===== config.mk =====
export PLATFORM = sky130hd
export DESIGN_NAME = audio_clkgen
export DESIGN_NICKNAME = d
export VERILOG_FILES = /design/src/rtl/clkgen_pkg.sv /design/src/rtl/clkgen_bitdiv.sv /design/src/rtl/clkgen_framediv.sv /design/src/rtl/clkgen_extsync.sv /design/src/rtl/audio_clkgen.sv
export SDC_FILE = /design/constraint.sdc
export NUM_CORES = 1
export LEC_CHECK = 0
export BUFFER_PORTS_ARGS = -buffer_cell sky130_fd_sc_hd__buf_2
export CAP_MARGIN = 20
export CORE_ASPECT_RATIO = 1.25
export CORE_MARGIN = 2
export CORE_UTILIZATION = 49
export DETAILED_ROUTE_END_ITERATION = 12
export GPL_TIMING_DRIVEN = 0
export HOLD_SLACK_MARGIN = 0.1
export PLACE_DENSITY = 0.73
export SYNTH_ARGS = -nofsm -noshare
export SYNTH_HDL_FRONTEND = slang
export SYNTH_SLANG_ARGS = --single-unit

===== constraint.sdc =====
create_clock -name clk -period 3.8 [get_ports clk]
set_input_delay 0.57 -clock clk [delete_from_list [all_inputs] [get_ports clk]]
set_output_delay 0.57 -clock clk [all_outputs]
set_load 0.01 [all_outputs]

===== src/rtl/clkgen_pkg.sv =====
package clkgen_pkg;
  localparam int NUM_FRAMES = 2;
  localparam int CH_TX      = 0;
  localparam int CH_RX      = 1;

  // high-phase length for a ratio coded as value minus one
  function automatic int ceil_half(input int m1);
    return (m1 + 2) / 2;
  endfunction

  // first half of a frame, in bits, for a length coded as value minus one
  function automatic int floor_half(input int m1);
    return (m1 + 1) / 2;
  endfunction
endpackage


===== src/rtl/clkgen_bitdiv.sv =====
module clkgen_bitdiv #(
  parameter int DIV_W = 8
) (
  input  logic             clk,
  input  logic             rst,
  input  logic [DIV_W-1:0] div_m1,
  input  logic             load,
  output logic             wrap,
  output logic             bclk_q,
  output logic             lead_q,
  output logic             trail_q,
  output logic             thru_q
);
  logic [DIV_W-1:0] act, cnt, act_n, cnt_n, hi;

  assign wrap = (cnt == act);

  always_comb begin
    act_n = load ? div_m1 : act;
    cnt_n = wrap ? '0 : cnt + 1'b1;
    hi    = DIV_W'(clkgen_pkg::ceil_half(int'(act_n)));
  end

  always_ff @(posedge clk) begin
    if (rst) begin
      act     <= div_m1;
      cnt     <= div_m1;
      bclk_q  <= 1'b0;
      lead_q  <= 1'b0;
      trail_q <= 1'b0;
      thru_q  <= 1'b0;
    end else begin
      act     <= act_n;
      cnt     <= cnt_n;
      bclk_q  <= (cnt_n < hi);
      lead_q  <= (cnt_n == '0);
      trail_q <= (act_n == '0) || (cnt_n == hi);
      thru_q  <= (act_n == '0);
    end
  end
endmodule


===== src/rtl/clkgen_framediv.sv =====
module clkgen_framediv #(
  parameter int LEN_W = 8
) (
  input  logic             clk,
  input  logic             rst,
  input  logic             tick,
  input  logic [LEN_W-1:0] len_m1,
  output logic             boundary,
  output logic             fs_q
);
  logic [LEN_W-1:0] act, idx, act_n, idx_n, half;

  assign boundary = tick && (idx == act);

  always_comb begin
    act_n = boundary ? len_m1 : act;
    if (!tick)         idx_n = idx;
    else if (boundary) idx_n = '0;
    else               idx_n = idx + 1'b1;
    half = LEN_W'(clkgen_pkg::floor_half(int'(act_n)));
  end

  always_ff @(posedge clk) begin
    if (rst) begin
      act  <= len_m1;
      idx  <= len_m1;
      fs_q <= 1'b0;
    end else begin
      act  <= act_n;
      idx  <= idx_n;
      fs_q <= (idx_n >= half);
    end
  end
endmodule


===== src/rtl/clkgen_extsync.sv =====
module clkgen_extsync #(
  parameter int STAGES = 2
) (
  input  logic       clk,
  input  logic       rst,
  input  logic [2:0] ext_in,
  output logic [2:0] sync_q,
  output logic       lead_q,
  output logic       trail_q
);
  logic [2:0] pipe [STAGES];

  always_ff @(posedge clk) begin
    if (rst) begin
      for (int i = 0; i < STAGES; i++) pipe[i] <= '0;
      lead_q  <= 1'b0;
      trail_q <= 1'b0;
    end else begin
      pipe[0] <= ext_in;
      for (int i = 1; i < STAGES; i++) pipe[i] <= pipe[i-1];
      lead_q  <= pipe[STAGES-2][0] & ~pipe[STAGES-1][0];
      trail_q <= ~pipe[STAGES-2][0] & pipe[STAGES-1][0];
    end
  end

  assign sync_q = pipe[STAGES-1];
endmodule


===== src/rtl/audio_clkgen.sv =====
module audio_clkgen #(
  parameter int DIV_W       = 8,
  parameter int LEN_W       = 8,
  parameter int SYNC_STAGES = 2
) (
  input  logic             clk,
  input  logic             rst,
  input  logic             slave_sel,
  input  logic             bclk_inv,
  input  logic [DIV_W-1:0] bclk_div_m1,
  input  logic [LEN_W-1:0] tx_len_m1,
  input  logic [LEN_W-1:0] rx_len_m1,
  input  logic             ext_bclk,
  input  logic             ext_tx_fs,
  input  logic             ext_rx_fs,
  output logic             bclk_out,
  output logic             tx_fs,
  output logic             rx_fs,
  output logic             bit_lead_stb,
  output logic             bit_trail_stb
);
  import clkgen_pkg::*;

  localparam logic [NUM_FRAMES-1:0] TX_MASK = NUM_FRAMES'(1) << CH_TX;

  logic                  div_wrap, div_load;
  logic                  m_bclk, m_lead, m_trail, m_thru;
  logic [NUM_FRAMES-1:0] frame_bnd, fs_w;
  logic [2:0]            s_sync;
  logic                  s_lead, s_trail;
  logic                  slave_q, inv_q;

  assign div_load = |(frame_bnd & TX_MASK);

  clkgen_bitdiv #(.DIV_W(DIV_W)) u_bitdiv (
    .clk(clk), .rst(rst), .div_m1(bclk_div_m1), .load(div_load),
    .wrap(div_wrap), .bclk_q(m_bclk), .lead_q(m_lead),
    .trail_q(m_trail), .thru_q(m_thru)
  );

  for (genvar ch = 0; ch < NUM_FRAMES; ch++) begin : g_frame
    clkgen_framediv #(.LEN_W(LEN_W)) u_framediv (
      .clk(clk), .rst(rst), .tick(div_wrap),
      .len_m1((ch == CH_TX) ? tx_len_m1 : rx_len_m1),
      .boundary(frame_bnd[ch]), .fs_q(fs_w[ch])
    );
  end

  clkgen_extsync #(.STAGES(SYNC_STAGES)) u_extsync (
    .clk(clk), .rst(rst), .ext_in({ext_rx_fs, ext_tx_fs, ext_bclk}),
    .sync_q(s_sync), .lead_q(s_lead), .trail_q(s_trail)
  );

  always_ff @(posedge clk) begin
    if (rst) begin
      slave_q <= 1'b0;
      inv_q   <= 1'b0;
    end else begin
      slave_q <= slave_sel;
      inv_q   <= bclk_inv;
    end
  end

  assign bclk_out      = (slave_q ? s_sync[0] : (m_thru ? clk : m_bclk)) ^ inv_q;
  assign tx_fs         = slave_q ? s_sync[1] : fs_w[CH_TX];
  assign rx_fs         = slave_q ? s_sync[2] : fs_w[CH_RX];
  assign bit_lead_stb  = slave_q ? s_lead  : m_lead;
  assign bit_trail_stb = slave_q ? s_trail : m_trail;
endmodule


# Word-level counts from Yosys, hierarchy flattened

Memories as Yosys holds them, arrays and structs flattened.
Cells that the tools add are included.

Bits in registers: 58
Latch bits: 0
Bits in writable memories: 6
Memory bits (read-only): 0
Input port bits: 31
Memories: 1

Memory list:

| memory         | depth | bits a word | read ports | clocked after memory_dff | write ports | RTL line             | RTL |
|---|---|---|---|---|---|---|---|
| u_extsync.pipe | 2     | 3           | 2          | 0                        | 2           | clkgen_extsync.sv:11 | `logic [2:0] pipe [STAGES];` |

$add $sub $neg: 9
Multipliers: 0
Div/mod/pow operators: 0
Order comparisons: 3
Equal/unequal tests: 4
Shift operators: 0
Muxes and demuxes: 25
Bitwise gates (word level): 10
Reductions and logical operators: 5

Operators by type and width:

| kind                                         | number |
|---|---|
| two-way mux 8 bit                            | 14 |
| == test 8 bit                                | 4 |
| adder 8 x 1 -> 8 bit                         | 3 |
| adder 8 x 1 -> 8 bit (second input constant) | 3 |
| adder 8 x 1 -> 9 bit (second input constant) | 2 |
| >= comparator 8 bit                          | 2 |
| zero test 8 bit                              | 2 |
| adder 8 x 2 -> 9 bit (second input constant) | 1 |
| two-way mux 1 bit                            | 9 |
| < comparator 8 bit                           | 1 |
| two-way mux 3 bit                            | 2 |
| bitwise AND 1 bit (first input constant)     | 3 |
| bitwise AND 1 bit                            | 2 |
| logical AND 1 bit                            | 2 |
| NOT 1 bit                                    | 2 |
| bitwise OR 1 bit                             | 2 |
| logical OR 1 bit                             | 1 |
| bitwise XOR 1 bit                            | 1 |

# Depth between registers and ports, before layout

Gate-level depths: netlist (run 1).

Depth after elaboration: 8
Depth in mapped cells: 18

# Hierarchy

A second synthesis (run 1) with hierarchy kept.

Cell total of the unflattened synthesis: 501
Area total of the unflattened synthesis: 4347.9 sq um

By module, submodules not included:

| module          | times used | cells each | area an instance (sq um) | seq. area each (sq um) |
|---|---|---|---|---|
| clkgen_framediv | 2          | 156        | 1311.3                   | 340.3 |
| clkgen_bitdiv   | 1          | 158        | 1365.1                   | 400.4 |
| clkgen_extsync  | 1          | 19         | 235.2                    | 160.2 |
| audio_clkgen    | 1          | 12         | 125.1                    | 40.0 |

==> summary.md, run 1 <==
| Metric | Value |
|---|---|
| CP endpoint kind | `flop` |
| Min Tclk post-route | `roughly 3.6 ns` |
| Critical Path AT | `3.96 ns` |
| TritonCTS clock tree | `built` |
| Chip Width | `91.06 µm` |
| Max VDD drop | `0.2577 mV` |
| Pwr dens | `440.6 nW/µm²` |
| Worst EP required | `4.13 ns` |
| Leakage power | `2.228 nW` |
| Maximum fanout along the worst path | `10` |
| Total area of sequential cells | `1292 µm²` |
| Most common cell after layout, fill and taps aside | `dfxtp_1` |
| Mapped cell area | `4642 µm²` |
| # rows | `39` |
| Count of cell types in the netlist | `56` |
| Core area | `9174 µm²` |
| Antenna-violating nets left | `0` |
| Pin count of the biggest net entering global routing | `14` |
| Gate Count Post-Synth | `510` |
| Setup WS pre-CTS | `-0.03138 ns` |
| Synth warn | `0` |
| Worst hold path class | `in -> reg` |
| Gp weighted congestion | `between 0.8 and 0.9` |
| Max Cap Viol | `0` |
| Worst Max-Slew Pin Slew | `just under 0.6 ns` |
| Drt total wl | `11540 µm` |
| Setup CP Type | `reg -> reg` |
| Most frequent cells in the layout | `dfxtp_1, nand2_1, buf_2` |
| Final net count | `623` |
| Hold Buf Count CTS | `0` |
| # diodes | `0` |
| Hold Violations, Final | `0` |
| Post-synth EDFFs | `0` |
| Drt drc | `0` |
| Routed length per placed instance | `16.72 µm` |
| Ys flop type | `dfxtp_1` |
| Clock Pin Slew Worst Setup and Hold Paths | `0.06 ns` |
| P&R area growth vs syn | `16.74%` |
| Final WS setup | `0.1708 ns` |
| DR pass1 iterations | `5` |
| Synthesized area per cell | `9.102 µm²` |
| Final slew viol count | `0` |
| Buffers on Ports | `34` |
| Total global-route track usage | `0.2336` |
| Antenna violations before repair | `0` |
| Final period utilization | `0.9551` |
| Clk_skew | `0.007102 ns` |
| Syn nets | `571` |
| Worst relative slew slack | `0.6150` |
| # IOs | `36` |
| Met3 wire length | `456 µm` |
| Number of DRC markers in iteration 0 | `180` |
| Fill cells | `between 800 and 900` |
| Setup_tns | `0 ns` |
| Synth Register Bits | `64` |
| Met2 wire len | `slightly below 6000 µm` |
| Outcome | `finished, final reports clean` |
| Aggregate global routing overflow | `0` |
| Post-synth ARST share | `0` |
| Hpwl dp | `8575 µm` |
| Post-layout util | `0.5907` |
| Chip Height | `112.8 µm` |
| Initial Util | `0.5060` |
| Top Metal Used | `met4` |
| Multi-input gate area | `3196 µm²` |
| Setup violators final | `0` |
| Vias in the first global route | `around 3800` |
| First-pass GRT wire length | `approximately 19000 µm` |
| CP Launch Type | `flop` |
| Layout cells sized above 1 | `0.2451` |
| Vias | `3928` |
| Die ar. | `10270 µm²` |
| Worst-Skew Late Latency | `0.46 ns` |
| Wl on met1 | `4860 µm` |
| Seq/Total Area, Yosys | `0.2760` |
| Via-to-Cell Ratio | `5.693` |
| Max Clock Freq | `275.5 MHz` |
-- where the power goes --
part	leakage, nW	switching [W]	internal (W)
Sequential	0.537	0.0000840	0.000740
Clock	0.190	0.000359	0.000650
Combinational	1.50	0.000284	0.000271
-- flip-flops by register name (all words and copies together) (netlist names), 2 cells and up --
| register | cells |
|---|---|
| g_frame.u_framediv.act | 16 |
| g_frame.u_framediv.idx | 16 |
| u_bitdiv.act | 8 |
| u_bitdiv.cnt | 8 |
| u_extsync.pipe | 6 |
| g_frame.u_framediv.fs_q | 2 |
-- routing by layer --
layer,global-route usage,vias to the layer above
li1,-,1957
met1,0.2731,1883
met2,0.4030,68
met3,0.04927,20
met4,0.1192,0
met5,0,-
-- critical path: stages (launching register included) --
cell and delay, ns:
dfxtp_1 0.48, xor2_1 0.15, nor4_4 0.31, and4bb_4 0.31, buf_8 0.16, mux2_2 0.35, ha_1 0.28, nand3_1 0.16
nor2_1 0.07, xor2_1 0.14, o21ai_2 0.15, ha_1 0.27, a21o_1 0.17, a211oi_1 0.21, o21ai_0 0.12, o211a_1 0.17
-- layout make-up --
cell class                      count  share of cell area
Sequential cell                    64              0.2385
Multi-Input combinational cell    415              0.5897
Clock inverter                      7             0.01455
Inverter                            6            0.004156
Timing Repair Buffer               37             0.03602
Tap cell                          123             0.02840
Clock buffer                       13             0.05634
Buffer                             25             0.03233
-- Yosys cell counts (3+ instances only) --
master,number,share of area
dfxtp_1,64,0.28
nand2_1,42,0.034
xor2_1,37,0.070
nor2_1,35,0.028
ha_1,30,0.081
xnor2_1,26,0.049
nand3_1,24,0.026
o21ai_0,24,0.026
mux2_2,22,0.053
and3_1,15,0.020
a21oi_1,14,0.015
mux2i_1,14,0.030
nor2b_1,14,0.019
mux2_4,10,0.032
o31ai_1,10,0.016
buf_2,7,0.0075
nand4_1,7,0.0094
nor3_1,7,0.0075
a22o_1,6,0.011
buf_6,6,0.015
mux2_1,6,0.015
o21a_1,6,0.0097
a211oi_1,5,0.0081
a31o_2,5,0.0094
a32oi_1,5,0.0094
nand2b_1,5,0.0067
nor4_1,5,0.0067
a21o_1,4,0.0065
and2_1,4,0.0054
buf_1,4,0.0032
buf_4,4,0.0065
clkbuf_1,4,0.0032
inv_1,4,0.0032
nor4_4,4,0.018
a22oi_1,3,0.0049
-- metrics by stage --
stage / area [µm²] / hold WS (ns) / power (W) / std cells
finish: 5419 / 0.3156 / 0.002387 / 690
global route: 5419 / 0.3152 / 0.002502 / 690
CTS: 5353 / 0.3089 / 0.002390 / 686
detailed placement: 4966 / 0.4104 / 0.001380 / 667
global placement: 4966 / 0.4007 / 0.001355 / 667
floorplan: 4642 / 0.3885 / 0.001230 / 510
-- cells by family after synthesis --
group	after synthesis	synth area share
buffers and inverters	31	0.03989
adder cells (fa/ha/maj)	30	0.08086
AO/OA/AOI/OAI	96	0.1445
AND/OR/NAND/NOR	174	0.2094
XOR/XNOR	63	0.1189
flip-flops	64	0.2760
multiplexers	52	0.1305
-- what timing repair did --
item	CTS	global route
setup buffers	0	4
endpoints found under the setup margin	2	4
pin swaps	2	7
gates resized for setup	5	13
-- worst paths after layout --
| kind | startpoint | end | slack (ns) | depth (start not counted) |
|---|---|---|---|---|
| setup reg to reg | g_frame[0].u_framediv.act[3] | g_frame[0].u_framediv.fs_q | 0.17 | 15 |
| hold reg to reg | u_extsync.pipe[0][0] | u_extsync.trail_q | 0.42 | 1 |
| hold / removal | ext_bclk | u_extsync.pipe[0][0] | 0.32 | 2 |
| setup / recovery | g_frame[0].u_framediv.act[3] | g_frame[0].u_framediv.fs_q | 0.17 | 15 |
Power figures use the tool's default switching activity.
==> run 2, diff against run 1 <==
BUFFER_PORTS_ARGS = -buffer_cell sky130_fd_sc_hd__buf_4   (was -buffer_cell sky130_fd_sc_hd__buf_2)
CTS_BUF_LIST = sky130_fd_sc_hd__clkbuf_4 sky130_fd_sc_hd__clkbuf_8   (was default)
==> summary.md, run 2 (synthesis results as in run 1) <==
| Metric | Value |
|---|---|
| Placed Cells | `667 (unchanged)` |
| Worst-Skew Late Latency | `0.47 ns (was 0.46 ns)` |
| Via-to-Cell Ratio | `5.854 (was 5.693)` |
| Setup violators final | `0 (unchanged)` |
| Die ar. | `10270 µm² (unchanged)` |
| Comb power frac | `0.257 (was 0.233)` |
| Worst setup path endpoint | `g_frame[0].u_framediv.fs_q (unchanged)` |
| Most frequent cells in the layout | `dfxtp_1, buf_4, nand2_1 (was dfxtp_1, nand2_1, buf_2)` |
| Sw Pwr | `0.0006817 W (was 0.0007272 W)` |
| Maximum fanout along the worst path | `10 (unchanged)` |
| TritonCTS clock tree | `built (unchanged)` |
| Buffers on Ports | `34 (unchanged)` |
| Final WS setup | `0.1945 ns (was 0.1708 ns)` |
| Fill cells | `838 (was 853)` |
| Reg2Reg Launch Point | `g_frame[0].u_framediv.idx[5] (was g_frame[0].u_framediv.act[3])` |
| Min Tclk post-route | `3.605 ns (was 3.629 ns)` |
| FF-to-FF End | `g_frame[0].u_framediv.fs_q (unchanged)` |
| Setup WS pre-CTS | `0.01019 ns (was -0.03138 ns)` |
| Drt total wl | `11600 µm (was 11540 µm)` |
| Hpwl dp | `8599 µm (was 8575 µm)` |
| Antenna-violating nets left | `0 (unchanged)` |
| Worst EP required | `4.15 ns (was 4.13 ns)` |
| Worst hold path class | `in -> reg (unchanged)` |
| Aggregate global routing overflow | `0 (unchanged)` |
| Chip Height | `112.8 µm (unchanged)` |
| Number of DRC markers in iteration 0 | `244 (was 180)` |
| First-pass GRT wire length | `19200 µm (was 18870 µm)` |
| Gp weighted congestion | `0.8880 (was 0.8888)` |
| Non-Filler Instances | `691 (was 690)` |
| Vias | `4045 (was 3928)` |
| Leakage power | `2.220 nW (was 2.228 nW)` |
| Max Clock Freq | `277.4 MHz (was 275.5 MHz)` |
| Initial Util | `0.5060 (unchanged)` |
| Layout cells sized above 1 | `0.2482 (was 0.2451)` |
| Antenna violations before repair | `0 (unchanged)` |
| Worst relative slew slack | `0.6168 (was 0.6150)` |
| Worst reg-to-reg path cell count | `15 (unchanged)` |
| Drt drc | `0 (unchanged)` |
| Hold Buf Count CTS | `0 (unchanged)` |
| Critical Path AT | `3.96 ns (about the same)` |
| Clock Pin Slew Worst Setup and Hold Paths | `0.08 ns (was 0.06 ns)` |
| Max Cap Viol | `0 (unchanged)` |
| Pwr dens | `407.7 nW/µm² (was 440.6 nW/µm²)` |
| Worst Max-Slew Pin Slew | `0.5748 ns (was 0.5775 ns)` |
| # rows | `39 (unchanged)` |
| CP endpoint kind | `flop (unchanged)` |
| Switching share of power | `0.3086 (was 0.3046)` |
| Final period utilization | `0.9488 (was 0.9551)` |
| Int Power | `0.001528 W (was 0.001660 W)` |
| Chip Width | `91.06 µm (unchanged)` |
| Core area | `9174 µm² (unchanged)` |
| Vias in the first global route | `3978 (was 3826)` |
| Clk_skew | `0.01018 ns (was 0.007102 ns)` |
| Clock power share | `0.371 (was 0.422)` |
| Final slew viol count | `0 (unchanged)` |
| Sequential Power Share | `0.372 (was 0.345)` |
| Setup CP Type | `reg -> reg (unchanged)` |
| # IOs | `36 (unchanged)` |
| R2R setup slack | `0.19 ns (was 0.17 ns)` |
| Final net count | `624 (was 623)` |
| DR pass1 iterations | `5 (unchanged)` |
| Worst setup path start | `g_frame[0].u_framediv.idx[5] (was g_frame[0].u_framediv.act[3])` |
| CP Launch Type | `flop (unchanged)` |
| Max VDD drop | `0.2654 mV (was 0.2577 mV)` |
| Setup_tns | `0 ns (unchanged)` |
| Pin count of the biggest net entering global routing | `13 (was 14)` |
| # diodes | `0 (unchanged)` |
| Outcome | `finished, final reports clean (unchanged)` |
| Top Registers | `g_frame.u_framediv.act (16), g_frame.u_framediv.idx (16) (unchanged)` |
| Routed length per placed instance | `16.79 µm (was 16.72 µm)` |
| Most common cell after layout, fill and taps aside | `dfxtp_1 (unchanged)` |
| Hold Violations, Final | `0 (unchanged)` |
| Total global-route track usage | `0.2380 (was 0.2336)` |
| P&R area growth vs syn | `16.74% (unchanged)` |
[run 2: changes by cell type in the layout (fill, tap and decap cells not counted), moves of 2 or more]
cell	change
buf_4	+35
clkbuf_16	-12
bufinv_16	+2
clkbuf_8	+12
ha_1	-2
ha_2	+2
buf_2	-34
[run 2: how the worst min path moves through the flow]
stage                    startpoint                   end  cells after the start
3_3_place_gp   u_extsync.pipe[0][0]     u_extsync.trail_q                      1
3_5_place_dp   u_extsync.pipe[0][0]     u_extsync.trail_q                      1
6_report                  ext_rx_fs  u_extsync.pipe[0][2]                      2
4_1_cts                    ext_bclk  u_extsync.pipe[0][0]                      2
2_1_floorplan  u_extsync.pipe[0][0]     u_extsync.trail_q                      1
5_1_grt                   ext_rx_fs  u_extsync.pipe[0][2]                      2
[run 2: stage by stage]
step / total power (W) / hold WS, ns / util / instance area [µm²]
final: 0.002209 / 0.3060 / 0.5907 / 5419
after global routing: 0.002324 / 0.3008 / 0.5907 / 5419
after CTS: 0.002205 / 0.3005 / 0.5829 / 5348
after detailed placement: 0.001390 / 0.4119 / 0.5506 / 5051
after global placement: 0.001366 / 0.3998 / 0.5506 / 5051
after floorplan: 0.001230 / 0.3885 / - / 4642
[run 2: cell type report]
type	count	area [µm²]	share of cell area
inverters	6	22.52	0.004156
multi-input cells	415	3204	0.5913
repair buffers	38	285.3	0.05264
flip-flops and latches	64	1291	0.2383
clock inverters	7	118.9	0.02193
plain buffers	25	170.2	0.03140
clock buffers	13	172.7	0.03186
well taps	123	153.9	0.02840
[run 2: timing repair]
item                                    CTS  global route
endpoints found under the setup margin    1             4
pin swaps                                 3             6
buffers inserted                          1             4
endpoints found under the hold margin     0             0
gates resized for setup                   4            13
[run 2: routing by layer]
metal | up-vias | part of all wire | track usage
li1 | 1975 | - | -
met1 | 1905 | 0.42 | 0.2710
met2 | 131 | 0.49 | 0.4030
met3 | 34 | 0.053 | 0.05060
met4 | 0 | 0.039 | 0.1535
met5 | - | 0 | 0
[run 2: worst max-delay path, cell delays in order (launching register included)]
cell and delay, ns:
dfxtp_2 0.36, xor2_1 0.19, nor4_4 0.37, and4bb_4 0.30, buf_8 0.15, mux2_2 0.35
ha_2 0.23, nand3_1 0.12, nor2_1 0.07, xor2_1 0.14, o21ai_0 0.20, ha_1 0.28
a21o_1 0.16, a211oi_1 0.25, o21ai_0 0.13, o211a_1 0.18
[run 2: power by group through the flow]
stage | combinational, W | clock [W] | sequential (W)
after global placement | 0.000528 | 0.00000696 | 0.000831
after detailed placement | 0.000550 | 0.00000696 | 0.000833
final | 0.000568 | 0.000819 | 0.000822
after CTS | 0.000557 | 0.000829 | 0.000819
after global routing | 0.000631 | 0.000861 | 0.000832
after floorplan | 0.000415 | 0.00000425 | 0.000810
==> run 3, diff against run 2 <==
CORE_UTILIZATION = 50   (was 49)
PLACE_DENSITY = 0.74   (was 0.73)
clock period = 4.7 ns   (was 3.8 ns; I/O delays follow)
==> summary.md, run 3 (synthesis results as in run 1) <==
| Metric | Value |
|---|---|
| Gp weighted congestion | `0.8787 (was 0.8880)` |
| Met2 GRT Util | `0.3865 (was 0.4030)` |
| Most common cell after layout, fill and taps aside | `dfxtp_1 (unchanged)` |
| Comb power frac | `0.265 (was 0.257)` |
| Worst relative slew slack | `0.6070 (was 0.6168)` |
| Final slew viol count | `0 (unchanged)` |
| Worst-Skew Late Latency | `0.47 ns (about the same)` |
| Routed length per placed instance | `15.94 µm (was 16.79 µm)` |
| Fill cells | `857 (was 838)` |
| Clock Pin Slew Worst Setup and Hold Paths | `0.08 ns (about the same)` |
| # diodes | `0 (unchanged)` |
| DR pass1 iterations | `4 (was 5)` |
| CP endpoint kind | `flop (unchanged)` |
| Aggregate global routing overflow | `0 (unchanged)` |
| Sw Pwr | `0.0005479 W (was 0.0006817 W)` |
| Min Tclk post-route | `3.835 ns (was 3.605 ns)` |
| Setup_tns | `0 ns (unchanged)` |
| PostCTS Resize Cnt | `0 (was 4)` |
| Clock power share | `0.339 (was 0.371)` |
| # IOs | `36 (unchanged)` |
| Total power | `0.001669 W (was 0.002209 W)` |
| Reg2Reg Launch Point | `u_bitdiv.cnt[4] (was g_frame[0].u_framediv.idx[5])` |
| Drt total wl | `10940 µm (was 11600 µm)` |
| Hold Buf Count CTS | `0 (unchanged)` |
| Total global-route track usage | `0.2307 (was 0.2380)` |
| Antenna-violating nets left | `0 (unchanged)` |
| Vias in the first global route | `3812 (was 3978)` |
| Final net count | `619 (was 624)` |
| Hold Crit Start | `u_extsync.pipe[0][0] (was ext_rx_fs)` |
| GRT Max-Usage Layer | `met2 (unchanged)` |
| Switching share of power | `0.3282 (was 0.3086)` |
| FF-to-FF End | `u_bitdiv.bclk_q (was g_frame[0].u_framediv.fs_q)` |
| Layout cells sized above 1 | `0.2185 (was 0.2482)` |
| Via-to-Cell Ratio | `5.682 (was 5.854)` |
| Chip Height | `111.7 µm (was 112.8 µm)` |
| R2R setup slack | `0.87 ns (was 0.19 ns)` |
| Vias | `3898 (was 4045)` |
| Top Registers | `g_frame.u_framediv.act (16), g_frame.u_framediv.idx (16) (unchanged)` |
| First-pass GRT wire length | `18400 µm (was 19200 µm)` |
| Setup violators final | `0 (unchanged)` |
| Worst hold path class | `reg -> reg (was in -> reg)` |
| Max VDD drop | `0.1378 mV (was 0.2654 mV)` |
| Drt drc | `0 (unchanged)` |
| Worst Max-Slew Pin Slew | `0.5895 ns (was 0.5748 ns)` |
| Outcome | `finished, final reports clean (unchanged)` |
| P&R area growth vs syn | `14.10% (was 16.74%)` |
| TritonCTS clock tree | `built (unchanged)` |
| Post-layout util | `0.5835 (was 0.5907)` |
| Buffers on Ports | `34 (unchanged)` |
| Antenna violations before repair | `0 (unchanged)` |
| Hold Violations, Final | `0 (unchanged)` |
| Pin count of the biggest net entering global routing | `14 (was 13)` |
| Chip Width | `90.18 µm (was 91.06 µm)` |
| Final period utilization | `0.8159 (was 0.9488)` |
| Hold path depth | `1 (was 2)` |
| Multi-input gate area | `3176 µm² (was 3204 µm²)` |
| GR Layer Usage met3 | `0.05277 (was 0.05060)` |
| Max Cap Viol | `0 (unchanged)` |
| Max Clock Freq | `260.8 MHz (was 277.4 MHz)` |
| Most frequent cells in the layout | `dfxtp_1, nand2_1, buf_4 (was dfxtp_1, buf_4, nand2_1)` |
| Worst EP required | `5.09 ns (was 4.15 ns)` |
| Core area | `9076 µm² (was 9174 µm²)` |
| CP Launch Type | `flop (unchanged)` |
| M1 GR Usage | `0.2742 (was 0.2710)` |
| Int Power | `0.001122 W (was 0.001528 W)` |
| Setup CP Type | `reg -> reg (unchanged)` |
| Initial Util | `0.5114 (was 0.5060)` |
| Postcts setup bufs | `0 (was 1)` |
| Maximum fanout along the worst path | `10 (unchanged)` |
| Hold path endpoint | `u_extsync.trail_q (was u_extsync.pipe[0][2])` |
| Die ar. | `10080 µm² (was 10270 µm²)` |
| Total area of sequential cells | `1281 µm² (was 1291 µm²)` |
| Sequential Power Share | `0.396 (was 0.372)` |
| Hpwl dp | `8290 µm (was 8599 µm)` |
| Pwr dens | `315.2 nW/µm² (was 407.7 nW/µm²)` |
| # rows | `39 (unchanged)` |
| Number of DRC markers in iteration 0 | `316 (was 244)` |
| Critical Path AT | `4.23 ns (was 3.96 ns)` |
| RSZ-0062 raised after global routing | `no` |
| Leakage power | `2.168 nW (was 2.220 nW)` |
| Worst reg-to-reg path cell count | `18 (was 15)` |
| Clk_skew | `0.01124 ns (was 0.01018 ns)` |
run 3: cell count changes in the layout (fill, tap and decap cells not counted), moves of 2 or more:
cell	previous run	this run
buf_4	43	38
buf_6	4	6
buf_8	2	0
bufinv_16	3	1
clkinv_4	0	2
dfxtp_1	56	64
dfxtp_2	8	0
ha_1	28	30
ha_2	2	0
run 3: critical path: stages (launching register included):
cell and delay (ns):
dfxtp_1 0.30, buf_2 0.16, xnor2_1 0.20, nand4_2 0.24
and4bb_4 0.44, buf_6 0.18, buf_6 0.17, mux2i_1 0.28
inv_2 0.05, ha_1 0.24, and3_1 0.23, xnor2_1 0.13
nand2_1 0.06, o21ai_0 0.12, ha_1 0.29, or2_2 0.28
a21oi_1 0.16, a21oi_1 0.06, a31oi_1 0.17
run 3: power groups by stage:
stage | Clock, W | Sequential, W | Combinational, W
5_1_grt | 0.000600 | 0.000670 | 0.000495
3_5_place_dp | 0.00000563 | 0.000673 | 0.000441
6_report | 0.000565 | 0.000661 | 0.000443
4_1_cts | 0.000581 | 0.000660 | 0.000444
2_1_floorplan | 0.00000344 | 0.000655 | 0.000336
3_3_place_gp | 0.00000562 | 0.000672 | 0.000426
run 3: worst max-delay path by stage:
stage / start / to / cells past startpoint
floorplan: clk / bclk_out / 3
global placement: g_frame[0].u_framediv.idx[5] / u_bitdiv.bclk_q / 17
detailed placement: g_frame[0].u_framediv.act[4] / u_bitdiv.bclk_q / 17
CTS: g_frame[0].u_framediv.idx[4] / u_bitdiv.bclk_q / 17
global route: u_bitdiv.cnt[4] / u_bitdiv.bclk_q / 18
finish: u_bitdiv.cnt[4] / u_bitdiv.bclk_q / 18
run 3: final cells by class:
type                       instances  share of cell area
multi-input combinational        415              0.5996
sequential                        64              0.2419
clock inverter                     7             0.01512
timing repair buffer              33             0.04678
tap                              123             0.02906
inverter                           6            0.004252
clock buffer                      13             0.03260
buffer                            25             0.03071
run 3: routing by layer:
metal,part of all wire,vias to the layer above
met5,0,-
met4,0.021,0
met3,0.041,15
met2,0.51,83
met1,0.43,1847
li1,-,1953
run 3: metrics by stage:
| stage | instances | hold slack [ns] | instance area [µm²] | worst slack (ns) |
|---|---|---|---|---|
| finish | 686 | 0.4119 | 5296 | 0.8653 |
| global route | 686 | 0.4215 | 5296 | 0.5532 |
| CTS | 686 | 0.4139 | 5296 | 0.8460 |
| detailed placement | 667 | 0.3992 | 5051 | 0.8846 |
| global placement | 667 | 0.3991 | 5051 | 0.9150 |
| floorplan | 510 | 0.3885 | 4642 | 1.218 |
